===== src/rtl/ddc_pkg.sv =====
package ddc_pkg;
  localparam int CTRL_W = 12;
  localparam int CRC_W  = 4;
  localparam int WORD_W = CTRL_W + CRC_W;

  typedef enum logic [1:0] {
    OP_WRITE = 2'b00,
    OP_READ  = 2'b01,
    OP_STAT  = 2'b10,
    OP_EXEC  = 2'b11
  } op_e;

  typedef enum logic [1:0] {
    F_IDLE,
    F_CMD,
    F_DATA,
    F_LOCK
  } fstate_e;

  // x^4 + x + 1, zero seed, MSB first
  function automatic logic [CRC_W-1:0] crc4(input logic [CTRL_W-1:0] d);
    logic [CRC_W-1:0] c;
    logic fb;
    c = '0;
    for (int i = CTRL_W - 1; i >= 0; i--) begin
      fb = c[CRC_W-1] ^ d[i];
      c  = {c[CRC_W-2:0], 1'b0};
      if (fb) c = c ^ 4'b0011;
    end
    return c;
  endfunction
endpackage


===== src/rtl/ddc_sync.sv =====
module ddc_sync #(
  parameter int STAGES = 2
) (
  input  logic clk,
  input  logic rst,
  input  logic csb_i,
  input  logic sck_i,
  input  logic sdi_i,
  output logic cs_low,
  output logic cs_fall,
  output logic cs_rise,
  output logic sck_rise,
  output logic sdi_s
);
  logic [STAGES-1:0] cs_pipe, sck_pipe, sdi_pipe;
  logic cs_last, sck_last;

  always_ff @(posedge clk) begin
    if (rst) begin
      cs_pipe  <= '1;
      sck_pipe <= '0;
      sdi_pipe <= '0;
      cs_last  <= 1'b1;
      sck_last <= 1'b0;
    end else begin
      cs_pipe  <= {cs_pipe[STAGES-2:0], csb_i};
      sck_pipe <= {sck_pipe[STAGES-2:0], sck_i};
      sdi_pipe <= {sdi_pipe[STAGES-2:0], sdi_i};
      cs_last  <= cs_pipe[STAGES-1];
      sck_last <= sck_pipe[STAGES-1];
    end
  end

  assign cs_low   = ~cs_pipe[STAGES-1];
  assign cs_fall  = cs_last & ~cs_pipe[STAGES-1];
  assign cs_rise  = ~cs_last & cs_pipe[STAGES-1];
  assign sck_rise = ~sck_last & sck_pipe[STAGES-1] & ~cs_pipe[STAGES-1];
  assign sdi_s    = sdi_pipe[STAGES-1];
endmodule


===== src/rtl/ddc_frame.sv =====
module ddc_frame
  import ddc_pkg::*;
#(
  parameter logic [4:0] ADDR = 5'b10101
) (
  input  logic clk,
  input  logic rst,
  input  logic cs_fall,
  input  logic cs_rise,
  input  logic bit_stb,
  input  logic sdi,
  output op_e  op_o,
  output logic cmd_ok_o,
  output logic par_err_o,
  output logic commit_o,
  output logic data_phase_o,
  output logic locked_o
);
  localparam int MOD_W = $clog2(WORD_W);

  fstate_e    state;
  logic [2:0] bit_idx;
  logic [6:0] cmd_sr;
  logic [7:0] cmd_full;
  op_e        op_q;
  logic       cmd_ok_q, par_err_q, commit_q;
  logic [MOD_W-1:0] data_mod;
  logic       data_any;

  assign cmd_full = {cmd_sr, sdi};

  always_ff @(posedge clk) begin
    if (rst) begin
      state     <= F_IDLE;
      bit_idx   <= '0;
      cmd_sr    <= '0;
      op_q      <= OP_WRITE;
      cmd_ok_q  <= 1'b0;
      par_err_q <= 1'b0;
      commit_q  <= 1'b0;
      data_mod  <= '0;
      data_any  <= 1'b0;
    end else begin
      cmd_ok_q  <= 1'b0;
      par_err_q <= 1'b0;
      commit_q  <= 1'b0;
      if (cs_fall) begin
        state    <= F_CMD;
        bit_idx  <= '0;
        data_mod <= '0;
        data_any <= 1'b0;
      end else if (cs_rise) begin
        if (state == F_DATA && op_q == OP_WRITE && data_any && data_mod == '0)
          commit_q <= 1'b1;
        state <= F_IDLE;
      end else if (bit_stb) begin
        case (state)
          F_CMD: begin
            cmd_sr  <= cmd_full[6:0];
            bit_idx <= bit_idx + 3'd1;
            if (bit_idx == 3'd7) begin
              if (^cmd_full) begin
                par_err_q <= 1'b1;
                state     <= F_LOCK;
              end else if (cmd_full[7:3] != ADDR) begin
                state <= F_LOCK;
              end else begin
                op_q     <= op_e'(cmd_full[2:1]);
                cmd_ok_q <= 1'b1;
                state    <= F_DATA;
              end
            end
          end
          F_DATA: begin
            data_mod <= data_mod + 1'b1;
            data_any <= 1'b1;
          end
          default: ;
        endcase
      end
    end
  end

  assign op_o         = op_q;
  assign cmd_ok_o     = cmd_ok_q;
  assign par_err_o    = par_err_q;
  assign commit_o     = commit_q;
  assign data_phase_o = (state == F_DATA);
  assign locked_o     = (state == F_LOCK);

  // a locked frame never returns to data phase before a new chip-select
  p_lock_stays_r2: assert property (@(posedge clk) disable iff (rst)
    (state == F_LOCK && !cs_fall) |=> state != F_DATA);
endmodule


===== src/rtl/ddc_shreg.sv =====
module ddc_shreg #(
  parameter int W = 16
) (
  input  logic         clk,
  input  logic         rst,
  input  logic         clr,
  input  logic         load,
  input  logic [W-1:0] load_val,
  input  logic         shift,
  input  logic         shift_in,
  output logic [W-1:0] q
);
  always_ff @(posedge clk) begin
    if (rst || clr)  q <= '0;
    else if (load)   q <= load_val;
    else if (shift)  q <= {q[W-2:0], shift_in};
  end

  // each shift advances the chain by one position toward the MSB
  p_shift_msb_r11: assert property (@(posedge clk) disable iff (rst)
    (shift && !clr && !load) |=> q[W-1] == $past(q[W-2]));
endmodule


===== src/rtl/ddc_top.sv =====
module ddc_top
  import ddc_pkg::*;
#(
  parameter int              SYNC_STAGES  = 2,
  parameter logic [4:0]      ADDR         = 5'b10101,
  parameter logic [15:0]     HOLD_RST     = 16'h000F,
  parameter logic [11:0]     ACTIVE_RST   = 12'h000,
  parameter bit              TOP_OF_STACK = 1'b0
) (
  input  logic        clk,
  input  logic        rst,
  input  logic        csb_i,
  input  logic        sck_i,
  input  logic        sdi_i,
  output logic        sdo_o,
  output logic [11:0] bal_o
);
  logic cs_low, cs_fall, cs_rise, sck_rise, sdi_s;
  op_e  op;
  logic cmd_ok, par_err, commit, data_phase, locked;
  logic [WORD_W-1:0] sr_q, sr_load_val, hold;
  logic [CTRL_W-1:0] active;
  logic sr_load, sr_shift, sr_in, word_good;

  ddc_sync #(.STAGES(SYNC_STAGES)) u_sync (
    .clk(clk), .rst(rst), .csb_i(csb_i), .sck_i(sck_i), .sdi_i(sdi_i),
    .cs_low(cs_low), .cs_fall(cs_fall), .cs_rise(cs_rise),
    .sck_rise(sck_rise), .sdi_s(sdi_s)
  );

  ddc_frame #(.ADDR(ADDR)) u_frame (
    .clk(clk), .rst(rst), .cs_fall(cs_fall), .cs_rise(cs_rise),
    .bit_stb(sck_rise), .sdi(sdi_s), .op_o(op), .cmd_ok_o(cmd_ok),
    .par_err_o(par_err), .commit_o(commit), .data_phase_o(data_phase),
    .locked_o(locked)
  );

  assign sr_load     = cmd_ok && (op == OP_READ || op == OP_STAT);
  assign sr_load_val = (op == OP_READ) ? hold : {active, crc4(active)};
  assign sr_shift    = data_phase && sck_rise;
  assign sr_in       = (TOP_OF_STACK && op != OP_WRITE) ? 1'b0 : sdi_s;

  ddc_shreg #(.W(WORD_W)) u_shreg (
    .clk(clk), .rst(rst), .clr(cs_fall), .load(sr_load),
    .load_val(sr_load_val), .shift(sr_shift), .shift_in(sr_in), .q(sr_q)
  );

  assign word_good = (crc4(sr_q[WORD_W-1:CRC_W]) == sr_q[CRC_W-1:0]);

  always_ff @(posedge clk) begin
    if (rst)                          hold <= HOLD_RST;
    else if (cmd_ok && op == OP_WRITE) hold <= '0;
    else if (commit && word_good)     hold <= sr_q;
  end

  always_ff @(posedge clk) begin
    if (rst)                          active <= ACTIVE_RST;
    else if (par_err)                 active <= '0;
    else if (cmd_ok && op == OP_EXEC) active <= hold[WORD_W-1:CRC_W];
  end

  assign sdo_o = sr_q[WORD_W-1];
  assign bal_o = active;

  // bad parity leaves no balance control on
  p_par_clear_r3: assert property (@(posedge clk) disable iff (rst)
    par_err |=> active == '0);
  // write command and write commit leave the active controls alone
  p_write_keep_r8: assert property (@(posedge clk) disable iff (rst)
    ((cmd_ok && op == OP_WRITE) || commit) |=> $stable(active));
  // execute copies the held control bits
  p_exec_copy_r8: assert property (@(posedge clk) disable iff (rst)
    (cmd_ok && op == OP_EXEC) |=> active == $past(hold[WORD_W-1:CRC_W]));
  // a locked frame moves neither shift chain nor holding register
  p_lock_still_r2: assert property (@(posedge clk) disable iff (rst)
    (locked && !cs_fall && !commit) |=> $stable(sr_q) && $stable(hold));
  // no state change while chip-select is high
  p_idle_still_r12: assert property (@(posedge clk) disable iff (rst)
    (!cs_low && !commit && !cmd_ok && !par_err) |=> $stable(hold) && $stable(active));
endmodule


===== config.mk =====
export PLATFORM = sky130hd
export DESIGN_NAME = ddc_top
export DESIGN_NICKNAME = d
export VERILOG_FILES = /design/src/rtl/ddc_pkg.sv /design/src/rtl/ddc_sync.sv /design/src/rtl/ddc_frame.sv /design/src/rtl/ddc_shreg.sv /design/src/rtl/ddc_top.sv
export SDC_FILE = /design/constraint.sdc
export NUM_CORES = 1
export LEC_CHECK = 0
export BUFFER_PORTS_ARGS = -buffer_cell sky130_fd_sc_hd__buf_2
export CAP_MARGIN = 20
export CORE_MARGIN = 2
export CORE_UTILIZATION = 61
export DETAILED_ROUTE_END_ITERATION = 8
export PLACE_DENSITY_LB_ADDON = 0.12
export SYNTH_ARGS = -nofsm -noshare
export SYNTH_HDL_FRONTEND = slang
export SYNTH_SLANG_ARGS = --single-unit
export TNS_END_PERCENT = 100

===== constraint.sdc =====
create_clock -name clk -period 3.1 [get_ports clk]
set_clock_uncertainty 0.15 [all_clocks]
set_input_delay 0.465 -clock clk [delete_from_list [all_inputs] [get_ports clk]]
set_output_delay 0.465 -clock clk [all_outputs]
set_load 0.05 [all_outputs]

# After elaboration in Yosys (flattened, before gate mapping)

Cells that the tools add are included.

Bits in registers: 74
Input port bits: 5
Output and inout port bits: 13
Logic and storage cells: 157

Add/subtract/negate cells: 2
Equal/unequal tests: 8
Mux-type cells: 39
Bitwise gates (word level): 58
Reduce and logical (&&, ||, !) cells: 31

Operator list:

| kind                | count |
|---|---|
| $mux 16             | 3 |
| $mux 2              | 24 |
| $not 2->2           | 22 |
| $xor 1x1->1         | 18 |
| $reduce_and 3->1    | 4 |
| $mux 1              | 10 |
| $not 1->1           | 10 |
| $reduce_bool 3->1   | 3 |
| $logic_and 1x1->1   | 8 |
| $mux 4              | 2 |
| $reduce_xor 8->1    | 1 |
| $reduce_and 7->1    | 1 |
| $reduce_or 7->1     | 1 |
| $eq 2x2->1 const B  | 3 |
| $reduce_or 2->1     | 3 |
| $reduce_or 3->1     | 2 |
| $reduce_or 6->1     | 1 |
| $ne 5x5->1 const B  | 1 |
| $add 4x1->4 const B | 1 |
| $and 1x1->1         | 4 |
| $eq 2x1->1 const B  | 2 |
| $eq 4x4->1          | 1 |
| $logic_not 4->1     | 1 |
| $reduce_and 4->1    | 1 |
| other kinds (6)     | 11 |

# Longest topological paths before layout

Gate-level depths: netlist of run 1.

Depth after elaboration: 27
Gate-level depth with buffers: 8
Gate-level depth less buffers: 7

# By module

Synthesis of run 1 repeated with hierarchy kept, for this count alone.

Cells, all modules: 378
Area total of the unflattened synthesis: 3819.9 um^2

By module, submodules not included:

| module    | times used | cells each | area an instance (um^2) | sequential area each (um^2) |
|---|---|---|---|---|
| ddc_top   | 1          | 184        | 1746.7                  | 560.5 |
| ddc_frame | 1          | 103        | 985.9                   | 440.4 |
| ddc_shreg | 1          | 71         | 853.3                   | 320.3 |
| ddc_sync  | 1          | 20         | 234.0                   | 160.2 |

# Worst setup path after synthesis of run 1

No wires, ideal clock.

Path kind: reg-to-reg
Start point: register u_shreg.q[15]
End point: register hold[0]
Library setup time: 122 ps
Arrival: 2236 ps
Required time: 2828 ps
Path slack: 592 ps
Stages on the path, launching flop included: 7
Path buffers: 0
Path through: dfxtp_1 xnor3_2 xnor3_1 and3_1 o21ai_2 nor3_1 a311o_1

Cells in the longest elaborated chain, start to end: 14
Elaborated cells on any way between the ends: 30
Classes of those cells: 1 x eq/ne; 11 x mux; 16 x bitwise; 2 x reduce/logical

Ends and longest elaborated chain:

| element                                                          | line            | text |
|---|---|---|
| start: declaration                                               | ddc_shreg.sv:11 | `output logic [W-1:0] q` |
| start signal: assignment                                         | ddc_shreg.sv:15 | `else if (load) q <= load_val;` |
| start signal: assignment                                         | ddc_shreg.sv:16 | `else if (shift) q <= {q[W-2:0], shift_in};` |
| $mux 2 (*)                                                       | ddc_pkg.sv:28   | `if (fb) c = c ^ 4'b0011;` |
| $xor 1x1->1 / $not 2->2 (equally long branches)                  | n/a             |  |
| $mux 2                                                           | ddc_pkg.sv:28   |  |
| $xor 1x1->1 / $not 2->2 (equally long branches)                  | n/a             |  |
| $mux 2                                                           | ddc_pkg.sv:28   |  |
| $not 2->2 (no source line) / $xor 1x1->1 (equally long branches) | n/a             |  |
| $mux 2                                                           | ddc_pkg.sv:28   |  |
| $xor 1x1->1 / $not 2->2 (equally long branches)                  | n/a             |  |
| $mux 2                                                           | ddc_pkg.sv:28   |  |
| $not 2->2 (no source line) / $xor 1x1->1 (equally long branches) | n/a             |  |
| $mux 2                                                           | ddc_pkg.sv:28   |  |
| $eq 4x4->1 (*)                                                   | ddc_top.sv:48   | `assign word_good = (crc4(sr_q[WORD_W-1:CRC_W]) == sr_q[CRC_W-1:0]);` |
| $logic_and 1x1->1 (*)                                            | ddc_top.sv:53   | `else if (commit && word_good) hold <= sr_q;` |
| $reduce_bool 2->1 (no source line) (*)                           | n/a             |  |
| end signal: assignment                                           | ddc_top.sv:53   |  |
| end: declaration                                                 | ddc_top.sv:21   | `logic [WORD_W-1:0] sr_q, sr_load_val, hold;` |

Mark *: on every way between the ends. The rest lies on a longest branch, timed or not.
A chain may end at the register's enable or synchronous reset.

# Worst setup path in the final report of run 1

Start point: register u_shreg.q[11]
End point: register hold[1]

Cells in the longest elaborated chain, start to end: 11
Elaborated cells on any way between the ends: 19
Classes of those cells: 1 x eq/ne; 7 x mux; 9 x bitwise; 2 x reduce/logical

Ends and longest elaborated chain:

| element                                                          | line          | text |
|---|---|---|
| $xor 1x1->1 (*)                                                  | ddc_pkg.sv:26 | `fb = c[CRC_W-1] ^ d[i];` |
| $mux 2 (*)                                                       | ddc_pkg.sv:28 |  |
| $xor 1x1->1 / $not 2->2 (equally long branches)                  | n/a           |  |
| $mux 2                                                           | ddc_pkg.sv:28 |  |
| $not 2->2 (no source line) / $xor 1x1->1 (equally long branches) | n/a           |  |
| $mux 2                                                           | ddc_pkg.sv:28 |  |
| $xor 1x1->1 / $not 2->2 (equally long branches)                  | n/a           |  |
| $mux 2                                                           | ddc_pkg.sv:28 |  |
| $eq 4x4->1 (*)                                                   | ddc_top.sv:48 |  |
| $logic_and 1x1->1 (*)                                            | ddc_top.sv:53 |  |
| $reduce_bool 2->1 (no source line) (*)                           | n/a           |  |

Marked as above.

==> impl_metrics.yaml, run 1 <==
min_path:
  whs_path_depth: 2
  worstHoldStart: "csb_i"
  whs_endpoint: "u_sync.cs_pipe[0]"
  hold_path_class: "in2reg"
clock_network:
  cts_buffer_depth: 2
  clock-sinks: 74
  cts_resized: 0
  htreeDepth: 3
  cts_made_buffers: 9
  cts_root_buffer: "clkbuf_8"
  cts_hold_buffers: 0
  insertion_delay_ps: 350
  cts_setup_buffers: 0
  clkSlewWorstSetupHoldPaths_ps: 80
  cts_tree: "built"
logic_synthesis:
  yosys_warnings: 0
  syn_avg_cell_area_um2: 9.454
  netlist_area_um2: 3659
  seq_area_frac_synth_pct: 40.49
  ys_types: 46
  synthCells: 387
  synth_seq_cells: 74
  synth_nets: 401
placement:
  dp_hpwl_um: 5361
  io_buffer_count: 17
  gp_congestion: 0.8190
  dp.cells: 461
die:
  die_width_um: 81.45
  design.core.area_um2: 5851
  die_area_um2: 6633
  fp-row-count: 28
  top_level_ports: 18
  initial_core_util_pct: 62.53
  die_y_um: 81.45
routing:
  wire_per_inst_um: 16.14
  drt-initial-drc-count: 110
  via_per_inst: 5.809
  dr.pass1.iters: 4
  postRouteAntennaNets: 0
  drt_wl_total_um: 7700
  vias: 2771
  drc_errors: 0
setup_path:
  startpoint_type: "flip-flop"
  r2r_start: "u_shreg.q[11]"
  worstSetupPathType: "reg2reg"
  crit_fanout: 13
  endpoint_kind: "flip-flop"
  reg2regPathDepth: 6
  crit_arrival_ps: 2690
  regToRegSetupSlack_ps: 500
  regToRegEndpoint: "hold[1]"
  cp_data_required_time_ps: 3190
power_and_ir_drop:
  peakVddDrop_v: 0.0004097
  p_per_area_nw_per_um2: 437.4
  p_leak_nw: 1.631
timing:
  slew_headroom_pct: 40.21
  fmax_mhz: 384.4
  maxSlewViolCount: 0
  hold_viol: 0
  fin_hold_ws_ps: 145.5
  final-setup-viol-count: 0
  worstMarginPinSlew_ps: 896.8
  tns_ps: 0
  fin_crit_ps: 2602
  rsz0062_at_grt: "no"
  fin_crit_sh_pct: 83.92
global_route:
  grt_pass1_wl_um: 12770
  grt_start_max_net_pins: 28
  antenna_found_initial: 0
  grt-ovfl-total: 0
  grt_pass1_vias: 2687
  grt_usage_pct: 25.42
cells_and_area:
  final_layout_size_suffix_gt1_share_pct: 12.94
  layout.cells.non_filler: 477
  layout.nets: 411
  antenna_cells: 0
  final_util_pct: 67.96
  syn_to_final_growth_pct: 8.687
status:
  status: "finished, final reports clean"
run:
  maxCapViolCount: 0
[cell type report]
type / count / area (µm²)
Multi-Input combinational cell: 283 / 2052
Fill cell: 492 / 1874
Sequential cell: 74 / 1481
Clock buffer: 12 / 145.1
Timing Repair Buffer: 23 / 130.1
Tap cell: 75 / 93.84
Clock inverter: 4 / 51.30
Inverter: 6 / 22.52
[synthesized netlist by cell type, drive strengths merged]
| library cell | count | area (µm²) |
|---|---|---|
| inv | 6 | 22.52 |
| xor2 | 8 | 70.07 |
| nor3b | 3 | 22.52 |
| xor3 | 1 | 23.77 |
| clkbuf | 17 | 63.81 |
| o2111a | 1 | 11.26 |
| nand4b | 1 | 8.760 |
| nand2b | 2 | 12.51 |
| dfxtp | 74 | 1481 |
| nor2 | 24 | 90.09 |
| and3b | 1 | 8.760 |
| nand2 | 37 | 141.4 |
| a211oi | 31 | 232.7 |
| nand3b | 1 | 7.510 |
| buf | 7 | 38.79 |
| ha | 9 | 112.6 |
| xnor2 | 28 | 252.8 |
| o21ai | 14 | 73.82 |
| nand4 | 2 | 12.51 |
| o21a | 1 | 8.760 |
| nor3 | 8 | 45.04 |
| xnor3 | 8 | 181.4 |
| or4b | 1 | 10.01 |
| o22ai | 1 | 6.260 |
| and3 | 1 | 6.260 |
| mux2i | 28 | 284.0 |
| or2 | 6 | 37.54 |
| mux2 | 1 | 11.26 |
| nor2b | 17 | 106.4 |
| and2 | 1 | 6.260 |
| and4bb | 1 | 12.51 |
| a21oi | 26 | 130.1 |
| nor4 | 1 | 6.260 |
| a221oi | 1 | 8.760 |
| nand3 | 14 | 70.07 |
| a311o | 4 | 40.04 |
[kinds of logic after synthesis]
| family | synth area share, % |
|---|---|
| and+or+nand+nor | 16.52 |
| muxes | 8.071 |
| DFF | 40.49 |
| AOI/OAI and AO/OA | 13.99 |
| adders and majority gates | 3.078 |
| xor gates and xnor gates | 14.43 |
| buffers and inverters | 3.420 |
[worst max-delay path by stage]
stage                   from      end  slack [ps]  cells after the start
2_1_floorplan  u_shreg.q[15]  hold[0]         590                      6
3_3_place_gp   u_shreg.q[11]  hold[2]         620                      6
3_5_place_dp   u_shreg.q[11]  hold[1]         520                      6
4_1_cts        u_shreg.q[11]  hold[1]         510                      6
5_1_grt        u_shreg.q[11]  hold[3]         370                      6
6_report       u_shreg.q[11]  hold[1]         500                      6
[power by group]
part           internal [W]  switching, W
sequential         0.000955    0.00000322
clock              0.000395      0.000357
combinational    0.00000955     0.0000208
[placed cells by master, fill, tap and decap left out, types with 3 or more instances in the layout]
cell and instances:
a21oi_1 26, nand2_1 36, nor2b_1 17, a211oi_1 31, xor2_1 8, dfxtp_1 74
nor3_1 7, clkbuf_8 10, ha_1 9, buf_4 6, buf_2 17, inv_1 6
xnor3_1 7, nand3_1 14, or2_2 5, mux2i_1 27, a311o_1 4, nor3b_1 3
o21ai_1 12, xnor2_1 27, nor2_1 24
[through the flow]
stage	total power, W	area (µm²)	setup WS, ps
4_1_cts	0.001747	3976	513.7
3_3_place_gp	0.001010	3780	623.6
6_report	0.001739	3976	498.4
5_1_grt	0.001793	3976	373.3
2_1_floorplan	0.001002	3659	591.7
3_5_place_dp	0.001010	3780	522.7
[critical path: stages (launching register included)]
cell	delay (ps)
dfxtp_1	430
xnor3_2	510
xnor3_1	370
nor3_2	220
o21a_2	320
nand2_2	120
a311o_1	360
[layer usage]
| metal | wire length (µm) | share of wire [%] | track usage (%) |
|---|---|---|---|
| met4 | 288 | 3.7 | 14.24 |
| met5 | 0 | 0 | 0 |
| met2 | 3859 | 50 | 43.36 |
| met3 | 230 | 3.0 | 3.846 |
| met1 | 3322 | 43 | 30.60 |
[sequential cells by signal, summed over array words and instances (netlist names)]
name,flops
bal_o,12
hold,16
u_frame.bit_idx,3
u_frame.cmd_ok_o,1
u_frame.cmd_sr,7
u_frame.commit_o,1
u_frame.data_any,1
u_frame.data_mod,4
u_frame.op_o,2
u_frame.par_err_o,1
u_frame.state,2
u_shreg.q,16
u_sync.cs_last,1
u_sync.cs_pipe,2
u_sync.sck_last,1
u_sync.sck_pipe,2
u_sync.sdi_pipe,2
Power figures use the tool's default switching activity.
==> inputs of run 2 (changes only) <==
Clock period 3.1 ns to 2.5 ns, I/O delays scaled along.
==> impl_metrics.yaml, run 2 (same netlist as run 1, synthesis figures left out) <==
die:
  die_area_um2: 6633
  die_width_um: 81.45
  die_y_um: 81.45
  design.core.area_um2: 5851
  top_level_ports: 18
  initial_core_util_pct: 62.53
  fp-row-count: 28
clock_network:
  htreeDepth: 3
  cts_buffer_depth: 2
  cts_made_buffers: 9
  clkSlewWorstSetupHoldPaths_ps: 70
  insertion_delay_ps: 340
  cts_tree: "built"
  clock-sinks: 74
  cts_root_buffer: "clkbuf_8"
  cts_setup_buffers: 0
  cts_hold_buffers: 0
  cts_resized: 0
global_route:
  grt-ovfl-total: 0
  grt_usage_pct: 25.35
  grt_pass1_vias: 2762
  grt_start_max_net_pins: 33
  grt_pass1_wl_um: 12720
  antenna_found_initial: 0
timing:
  fin_hold_ws_ps: 73.44
  slew_headroom_pct: 58.55
  rsz0062_at_grt: "no"
  worstMarginPinSlew_ps: 620.3
  final-setup-viol-count: 0
  worst_slack_ps: 151.4
  hold_viol: 0
  tns_ps: 0
  fin_crit_sh_pct: 93.94
  fmax_mhz: 425.8
  maxSlewViolCount: 0
  fin_crit_ps: 2349
cells_and_area:
  antenna_cells: 0
  layout.nets: 416
  final_layout_size_suffix_gt1_share_pct: 13.83
  final_cell_mix: "dfxtp_1 (73), nand2_1 (36), a211oi_1 (31)"
  final_common_cell: "dfxtp_1"
  syn_to_final_growth_pct: 9.131
  final_util_pct: 68.24
placement:
  post-place-ws_ps: 161.1
  gp_congestion: 0.8506
  io_buffer_count: 17
  dp_hpwl_um: 5513
power_and_ir_drop:
  pwr-share-seq_pct: 56.9
  p_comb_share_pct: 1.9
  power.switching_w: 0.0004399
  p_per_area_nw_per_um2: 522.6
  p_leak_nw: 1.647
  switching_share_pct: 21.08
  clock_power_share_pct: 41.2
  p_int_w: 0.001647
  peakVddDrop_v: 0.0004681
routing:
  drt-initial-drc-count: 139
  drt_wl_total_um: 7651
  vias: 2801
  dr.pass1.iters: 4
  wire_per_inst_um: 15.94
  via_per_inst: 5.835
  postRouteAntennaNets: 0
  drc_errors: 0
setup_path:
  crit_fanout: 16
  crit_arrival_ps: 2420
  cp_data_required_time_ps: 2570
  startpoint_type: "flip-flop"
  endpoint_kind: "flip-flop"
  worstSetupPathType: "reg2reg"
status:
  status: "finished, final reports clean"
run:
  maxCapViolCount: 0
min_path:
  hold_path_class: "in2reg"
[run 2: cell types whose count changed in the layout (fill, tap and decap cells not counted), sizes merged]
cell,previous run,this run
clkbuf,12,11
clkinv,2,1
buf,23,28
[run 2: power groups by stage]
stage | clock network, W | registers, W | logic, W
finish | 0.000860 | 0.00119 | 0.0000391
global route | 0.000929 | 0.00119 | 0.0000440
CTS | 0.000874 | 0.00119 | 0.0000392
detailed placement | 0 | 0.00122 | 0.0000391
global placement | 0 | 0.00121 | 0.0000387
floorplan | 0 | 0.00121 | 0.0000290
[run 2: metrics by stage]
step | cells | cell area [µm²] | power [W]
2_1_floorplan | 387 | 3660 | 0.001243
3_3_place_gp | 466 | 3819 | 0.001254
3_5_place_dp | 466 | 3819 | 0.001254
4_1_cts | 480 | 3993 | 0.002101
5_1_grt | 480 | 3993 | 0.002161
6_report | 480 | 3993 | 0.002087
[run 2: final cells by class]
class                           instances  area, µm²
Tap cell                               75      93.84
Clock buffer                           11      131.4
Inverter                                6      22.52
Fill cell                             478       1858
Timing Repair Buffer                   28      167.7
Multi-Input combinational cell        283       2052
Clock inverter                          3      42.54
Sequential cell                        74       1483
[run 2: layer usage]
| layer | GRT usage [%] | up-vias | part of all wire [%] |
|---|---|---|---|
| li1 | - | 1393 | - |
| met1 | 29.47 | 1344 | 43 |
| met2 | 44.02 | 44 | 51 |
| met3 | 4.615 | 20 | 2.4 |
| met4 | 13.90 | 0 | 3.4 |
| met5 | 0 | - | 0 |
[run 2: worst paths after layout]
path / from / end / slack, ps / depth (start not counted)
worst max register to register: u_shreg.q[10] / hold[3] / 150 / 6
worst min-delay path: csb_i / u_sync.cs_pipe[0] / 70 / 2
worst min register to register: u_sync.cs_pipe[0] / u_sync.cs_pipe[1] / 270 / 1
worst max-delay path: u_shreg.q[10] / hold[3] / 150 / 6
[run 2: critical path: stages, from the launching register on]
cell and delay (ps):
dfxtp_1 420, xor2_1 180, xnor3_1 460, xnor2_2 170, mux2_2 430, nor3_1 100
a311o_1 320
